<file path="config.mk">
export PLATFORM = sky130hd
export DESIGN_NAME = cantrx_supervisor
export DESIGN_NICKNAME = d
export VERILOG_FILES = /design/src/rtl/cantrx_sup_pkg.sv /design/src/rtl/cantrx_txguard.sv /design/src/rtl/cantrx_modectl.sv /design/src/rtl/cantrx_wakefilt.sv /design/src/rtl/cantrx_supervisor.sv
export SDC_FILE = /design/constraint.sdc
export NUM_CORES = 1
export LEC_CHECK = 0
export CAP_MARGIN = 20
export CORE_ASPECT_RATIO = 1.2
export CORE_MARGIN = 2
export CORE_UTILIZATION = 60
export CTS_CLUSTER_DIAMETER = 100
export DETAILED_ROUTE_END_ITERATION = 16
export PLACE_DENSITY = 0.78
export RECOVER_POWER = 25
export SETUP_SLACK_MARGIN = 0.4
export SLEW_MARGIN = 30
export SYNTH_ARGS = -nofsm -noshare
export SYNTH_HDL_FRONTEND = slang
export SYNTH_SLANG_ARGS = --single-unit
export TNS_END_PERCENT = 10
</file>
<file path="constraint.sdc">
create_clock -name clk -period 3.9 [get_ports clk]
set_clock_uncertainty 0.2 [all_clocks]
set_input_delay 0.78 -clock clk [delete_from_list [all_inputs] [get_ports clk]]
set_output_delay 0.78 -clock clk [all_outputs]
set_load 0.01 [all_outputs]
</file>
<file path="src/rtl/cantrx_sup_pkg.sv">
package cantrx_sup_pkg;

  typedef enum logic [1:0] {
    MODE_LISTEN = 2'd0,
    MODE_SETTLE = 2'd1,
    MODE_ACTIVE = 2'd2
  } trx_mode_e;

  typedef enum logic [1:0] {
    WK_HUNT    = 2'd0,
    WK_GOT_DOM = 2'd1,
    WK_GOT_REC = 2'd2
  } wk_stage_e;

endpackage

</file>
<file path="src/rtl/cantrx_txguard.sv">
module cantrx_txguard #(
  parameter int DOM_TO = 40000
) (
  input  logic clk,
  input  logic arst_n,
  input  logic allow_i,
  input  logic txd_i,
  output logic drive_o
);
  localparam int CW = $clog2(DOM_TO + 1);

  logic [CW-1:0] cnt_q;
  logic          blocked_q;

  always_ff @(posedge clk or negedge arst_n) begin
    if (!arst_n) begin
      cnt_q     <= '0;
      blocked_q <= 1'b0;
    end else if (txd_i) begin
      cnt_q     <= '0;
      blocked_q <= 1'b0;
    end else if (allow_i && !blocked_q) begin
      if (cnt_q == CW'(DOM_TO - 1)) begin
        blocked_q <= 1'b1;
      end else begin
        cnt_q <= cnt_q + 1'b1;
      end
    end
  end

  assign drive_o = allow_i & ~txd_i & ~blocked_q;

  assert_block_only_when_low_R2: assert property (@(posedge clk) disable iff (!arst_n)
    $rose(blocked_q) |-> $past(allow_i && !txd_i));

  assert_release_after_high_R3: assert property (@(posedge clk) disable iff (!arst_n)
    $fell(blocked_q) |-> $past(txd_i));

endmodule

</file>
<file path="src/rtl/cantrx_modectl.sv">
module cantrx_modectl
  import cantrx_sup_pkg::*;
#(
  parameter int MODE_DLY = 800
) (
  input  logic      clk,
  input  logic      arst_n,
  input  logic      act_i,
  output trx_mode_e mode_o,
  output logic      enter_o
);
  localparam int DW = $clog2(MODE_DLY + 1);

  trx_mode_e     mode_q, mode_d;
  logic [DW-1:0] cnt_q;
  logic          dly_done;

  assign dly_done = (cnt_q == DW'(MODE_DLY - 1));

  always_comb begin
    mode_d = mode_q;
    case (mode_q)
      MODE_LISTEN: if (act_i) mode_d = MODE_SETTLE;
      MODE_SETTLE: begin
        if (!act_i)        mode_d = MODE_LISTEN;
        else if (dly_done) mode_d = MODE_ACTIVE;
      end
      MODE_ACTIVE: if (!act_i) mode_d = MODE_LISTEN;
      default:     mode_d = MODE_LISTEN;
    endcase
  end

  always_ff @(posedge clk or negedge arst_n) begin
    if (!arst_n) begin
      mode_q <= MODE_LISTEN;
      cnt_q  <= '0;
    end else begin
      mode_q <= mode_d;
      cnt_q  <= (mode_q == MODE_SETTLE && mode_d == MODE_SETTLE) ? cnt_q + 1'b1 : '0;
    end
  end

  assign mode_o  = mode_q;
  assign enter_o = (mode_q == MODE_SETTLE) && (mode_d == MODE_ACTIVE);

  assert_active_via_settle_R9: assert property (@(posedge clk) disable iff (!arst_n)
    $rose(mode_q == MODE_ACTIVE) |-> $past(mode_q == MODE_SETTLE));

  assert_settle_bounded_R9: assert property (@(posedge clk) disable iff (!arst_n)
    (mode_q == MODE_SETTLE) |-> (cnt_q < DW'(MODE_DLY)));

endmodule

</file>
<file path="src/rtl/cantrx_wakefilt.sv">
module cantrx_wakefilt
  import cantrx_sup_pkg::*;
#(
  parameter int FILT    = 20,
  parameter int WAKE_TO = 100000
) (
  input  logic clk,
  input  logic arst_n,
  input  logic clr_i,
  input  logic rx_i,
  output logic wake_o
);
  localparam int RW = $clog2(FILT + 1);
  localparam int TW = $clog2(WAKE_TO + 1);

  wk_stage_e     stage_q;
  logic [RW-1:0] run_q;
  logic [TW-1:0] wt_q;
  logic          lvl_q;
  logic          wake_q;
  logic          same, hit, expire, done;

  assign same   = (rx_i == lvl_q);
  assign hit    = same && (run_q == RW'(FILT - 1));
  assign expire = (stage_q != WK_HUNT) && (wt_q == TW'(WAKE_TO - 1));
  assign done   = (stage_q == WK_GOT_REC) && hit && !rx_i;

  always_ff @(posedge clk or negedge arst_n) begin
    if (!arst_n) begin
      stage_q <= WK_HUNT;
      run_q   <= '0;
      wt_q    <= '0;
      lvl_q   <= 1'b1;
      wake_q  <= 1'b0;
    end else if (clr_i) begin
      stage_q <= WK_HUNT;
      run_q   <= '0;
      wt_q    <= '0;
      lvl_q   <= 1'b1;
      wake_q  <= 1'b0;
    end else begin
      lvl_q <= rx_i;
      if (!same)                     run_q <= RW'(1);
      else if (run_q != RW'(FILT))   run_q <= run_q + 1'b1;

      if (done) begin
        wake_q  <= 1'b1;
        stage_q <= WK_HUNT;
        wt_q    <= '0;
      end else if (expire) begin
        stage_q <= WK_HUNT;
        wt_q    <= '0;
      end else begin
        case (stage_q)
          WK_HUNT: begin
            wt_q <= '0;
            if (hit && !rx_i) stage_q <= WK_GOT_DOM;
          end
          WK_GOT_DOM: begin
            wt_q <= wt_q + 1'b1;
            if (hit && rx_i) stage_q <= WK_GOT_REC;
          end
          WK_GOT_REC: wt_q <= wt_q + 1'b1;
          default:    stage_q <= WK_HUNT;
        endcase
      end
    end
  end

  assign wake_o = wake_q;

  assert_wake_on_dominant_R6: assert property (@(posedge clk) disable iff (!arst_n)
    $rose(wake_q) |-> $past(!rx_i));

  assert_window_bound_R8: assert property (@(posedge clk) disable iff (!arst_n)
    (stage_q != WK_HUNT) |-> (wt_q < TW'(WAKE_TO)));

  assert_wake_sticky_R11: assert property (@(posedge clk) disable iff (!arst_n)
    (wake_q && !clr_i) |=> wake_q);

endmodule

</file>
<file path="src/rtl/cantrx_supervisor.sv">
module cantrx_supervisor
  import cantrx_sup_pkg::*;
#(
  parameter int DOM_TO   = 40000,
  parameter int FILT     = 20,
  parameter int WAKE_TO  = 100000,
  parameter int MODE_DLY = 800
) (
  input  logic clk,
  input  logic arst_n,
  input  logic en_i,
  input  logic sys_rst_n_i,
  input  logic txd_i,
  input  logic rx_cmp_i,
  output logic tx_dom_o,
  output logic rxd_o,
  output logic bias_mid_o,
  output logic wake_o
);
  trx_mode_e mode;
  logic      act, normal, enter, allow, wake;

  assign act    = en_i & sys_rst_n_i;
  assign normal = (mode == MODE_ACTIVE);
  assign allow  = normal & act;

  cantrx_modectl #(.MODE_DLY(MODE_DLY)) u_mode (
    .clk     (clk),
    .arst_n  (arst_n),
    .act_i   (act),
    .mode_o  (mode),
    .enter_o (enter)
  );

  cantrx_txguard #(.DOM_TO(DOM_TO)) u_tx (
    .clk     (clk),
    .arst_n  (arst_n),
    .allow_i (allow),
    .txd_i   (txd_i),
    .drive_o (tx_dom_o)
  );

  cantrx_wakefilt #(.FILT(FILT), .WAKE_TO(WAKE_TO)) u_wake (
    .clk    (clk),
    .arst_n (arst_n),
    .clr_i  (normal | enter),
    .rx_i   (rx_cmp_i),
    .wake_o (wake)
  );

  assign rxd_o      = (normal | wake) ? rx_cmp_i : 1'b1;
  assign bias_mid_o = normal;
  assign wake_o     = wake;

  assert_no_drive_in_listen_R4: assert property (@(posedge clk) disable iff (!arst_n)
    tx_dom_o |-> bias_mid_o);

  assert_listen_entry_R4: assert property (@(posedge clk) disable iff (!arst_n)
    (!en_i || !sys_rst_n_i) |=> !bias_mid_o);

  assert_rxd_held_R5: assert property (@(posedge clk) disable iff (!arst_n)
    (!bias_mid_o && !wake_o) |-> rxd_o);

  assert_wake_clear_active_R11: assert property (@(posedge clk) disable iff (!arst_n)
    bias_mid_o |-> !wake_o);

endmodule

</file>
==> out/results.ini <==
[status]
status=finished with violations
violations=max-capacitance violations, max-slew violations

[floorplan]
die_x_um=68.53
die_h_um=81.43
row_count=28
dieArea_um2=5580
ios=10
coreArea_um2=4870
start_util_pct=61.56

[clock_network]
cts_setup_buffers=0
clock-sinks=55
cts_tree=yes
root_buffer=clkbuf_8
cts_max_path_buffers=2
h-tree-depth=2
hold_buffers=0
cts_inserted_buffers=5
clock_latency_ns=0.30
path_clk_slew_ns=0.09

[synthesis]
synth_edf_count=0
synth_flop_cell=dfrtp_1
syn_avg_cell_area_um2=9.168
synth_warnings=0
syn_nets=342
post_synth_instance_area_um2=2998
synthCells=327
yosys-top-cells-count=dfrtp_1, nor2_1, nand2_1
ys_types=46
synth_most_common_cell=dfrtp_1
synth_area_leaders=dfrtp_1, nor2_1, xor2_1
yosys_register_bits=55
yosys.area.top_type=dfrtp_1
synth-seq-area-share_pct=45.95
async_flop_share_pct=100.0
synth_top_area_share_pct=45.08

[timing]
finalCriticalPeriod_ns=3.429
final_max_slew_viol_count=32
fmax_ghz=0.2916
finalSetupTns_ns=0
rsz0062_at_grt=no
whs_ns=0.2863
finalHoldViolations=0
max_slew_margin_pct=-9.918
worst_slew_pin_slew_ns=1.649
setup_violations=0
post-route-period-util_pct=87.92

[global_route]
grt-ovfl-total=0
grt_max_degree=32
grt_pass1_wl_um=9321
use_met3_pct=4.110
use_met2_pct=35.96
antenna_found_initial=0
busiest_layer=met2
grt_pass1_vias=2154
grt_use_met1_pct=28.43
track_usage_pct=21.56

[critical_path]
cp_num_buf_inv=2
slowest_delay_ns=0.54
critPathLaunchType=input pin
path_common_cell=clkdlybuf4s50_1
regToRegEndpoint=u_wake.stage_q[0]$_DFFE_PN0P_
worst-setup-path-type=input pin to primary output
r2r_start=u_mode.cnt_q[0]$_DFF_PN0_
r2r_cells=7
crit_path_top_delay_cell=clkdlybuf4s50_1
arrival_ns=2.45
reg2reg_slack_ns=1.17
critPathTopFamily=buffers and inverters
crit_fanout=6
cp-end-kind=primary output
cp_cell_sequence=clkdlybuf4s50_1 > nand2_2 > or3_4 > nor2_1 > clkdlybuf4s50_1
cp.required_ns=2.92

[min_path]
hold_path.startpoint=u_mode.mode_o[1]$_DFF_PN0_
worstHoldEndpoint=u_mode.mode_o[0]$_DFF_PN0_
hold_path.class=register to register
min_path_cells=1

[pwr]
leakage_nw=1.412
vdd_ir_drop_max_uv=341.5
p_per_area_nw_per_um2=385.0

[detailed_routing]
detail-route-antenna-nets=0
route.detailed.drc=0
post_drt_wl_per_cell_um=13.56
first_pass_iters=4
drt-total-wl_um=5368
vias=2283
drt_iter0_drc=93
vias_per_cell=5.765

[finish]
drive_gt1_share_pct=6.250
finalNetCount=350
antenna_cells=0
syn2layout_area_growth_pct=7.721

[placed_design]
gp_congestion=0.7880
portBuffers=9
dpl.hpwl_um=3730

[flow_run]
drv_cap=1

-- stage by stage --
step	util, %	worst slack [ns]	power [mW]	area, um2	instances
finish	66.32	0.4711	1.243	3229	396
global placement	64.08	0.4387	0.8782	3120	388
detailed placement	64.08	0.3836	0.8888	3120	388
CTS	66.37	0.4233	1.256	3232	396
global route	66.32	0.2353	1.319	3229	396
floorplan	-	1.428	0.8280	2998	327
-- registers in the layout, summed over array words and instances, names as in the netlist --
| name | count |
|---|---|
| u_mode.cnt_q | 10 |
| u_mode.mode_o | 2 |
| u_tx.blocked_q | 1 |
| u_tx.cnt_q | 16 |
| u_wake.lvl_q | 1 |
| u_wake.run_q | 5 |
| u_wake.stage_q | 2 |
| u_wake.wake_o | 1 |
| u_wake.wt_q | 17 |
-- cells in the final DEF (no fill, tap or decap), types with 4 or more instances in the layout --
master / Yosys / routed
a21oi_1: 22 / 22
clkbuf_1: 7 / 4
clkbuf_8: 0 / 5
nor2_1: 52 / 52
and3_1: 6 / 6
nand3_1: 22 / 22
nor3_1: 17 / 17
inv_1: 7 / 7
nand2_1: 28 / 27
xor2_1: 17 / 17
dfrtp_1: 54 / 54
nand4_1: 9 / 9
nor2b_1: 5 / 5
o21ai_0: 6 / 6
xnor2_1: 8 / 8
or3_1: 6 / 5
ha_1: 9 / 9
a21o_1: 9 / 9
clkdlybuf4s50_1: 0 / 8
-- routing by layer --
metal / part of all wire (%) / wire, um
met5: 0 / 0
met4: 1.3 / 71
met3: 2.6 / 138
met2: 48 / 2589
met1: 48 / 2569
-- cells by family after synthesis --
family                     count (synthesis)  share of synthesized area [%]
xor gates and xnor gates                  25                          7.304
DFF                                       55                          45.95
muxes                                      2                         0.6678
AOI/OAI and AO/OA                         50                          11.31
buffers and inverters                     17                          2.630
and+or+nand+nor                          169                          28.38
adders and majority gates                  9                          3.756
-- area by class of cell --
cell class | count | area, um2
clock buffers | 7 | 76.32
clock inverters | 1 | 30.03
fillers | 417 | 1640
inverters | 7 | 26.28
multi-input cells | 255 | 1549
flip-flops and latches | 55 | 1378
well taps | 60 | 75.07
repair buffers | 11 | 95.09
-- what timing repair did --
| action | in CTS | in global routing |
|---|---|---|
| gates resized for setup | 1 | 1 |
| cloned | 0 | 0 |
| setup endpoints to repair | 1 | 1 |
-- how the worst max path moves through the flow --
stage	startpoint	to	cells after the start
after floorplan	en_i	tx_dom_o	3
after global placement	en_i	tx_dom_o	5
after detailed placement	en_i	tx_dom_o	5
after CTS	en_i	tx_dom_o	5
after global routing	arst_n	u_wake.wt_q[7]$_DFFE_PN0P_	2
final	en_i	tx_dom_o	5
-- report_power, final --
group          internal, mW  total (mW)  switching [mW]  leakage, nW
Combinational         0.106       0.249           0.143        0.605
Sequential            0.597       0.627          0.0301        0.754
Clock                 0.192       0.367           0.175       0.0524
No activity file was read; power rests on OpenSTA's default activity.
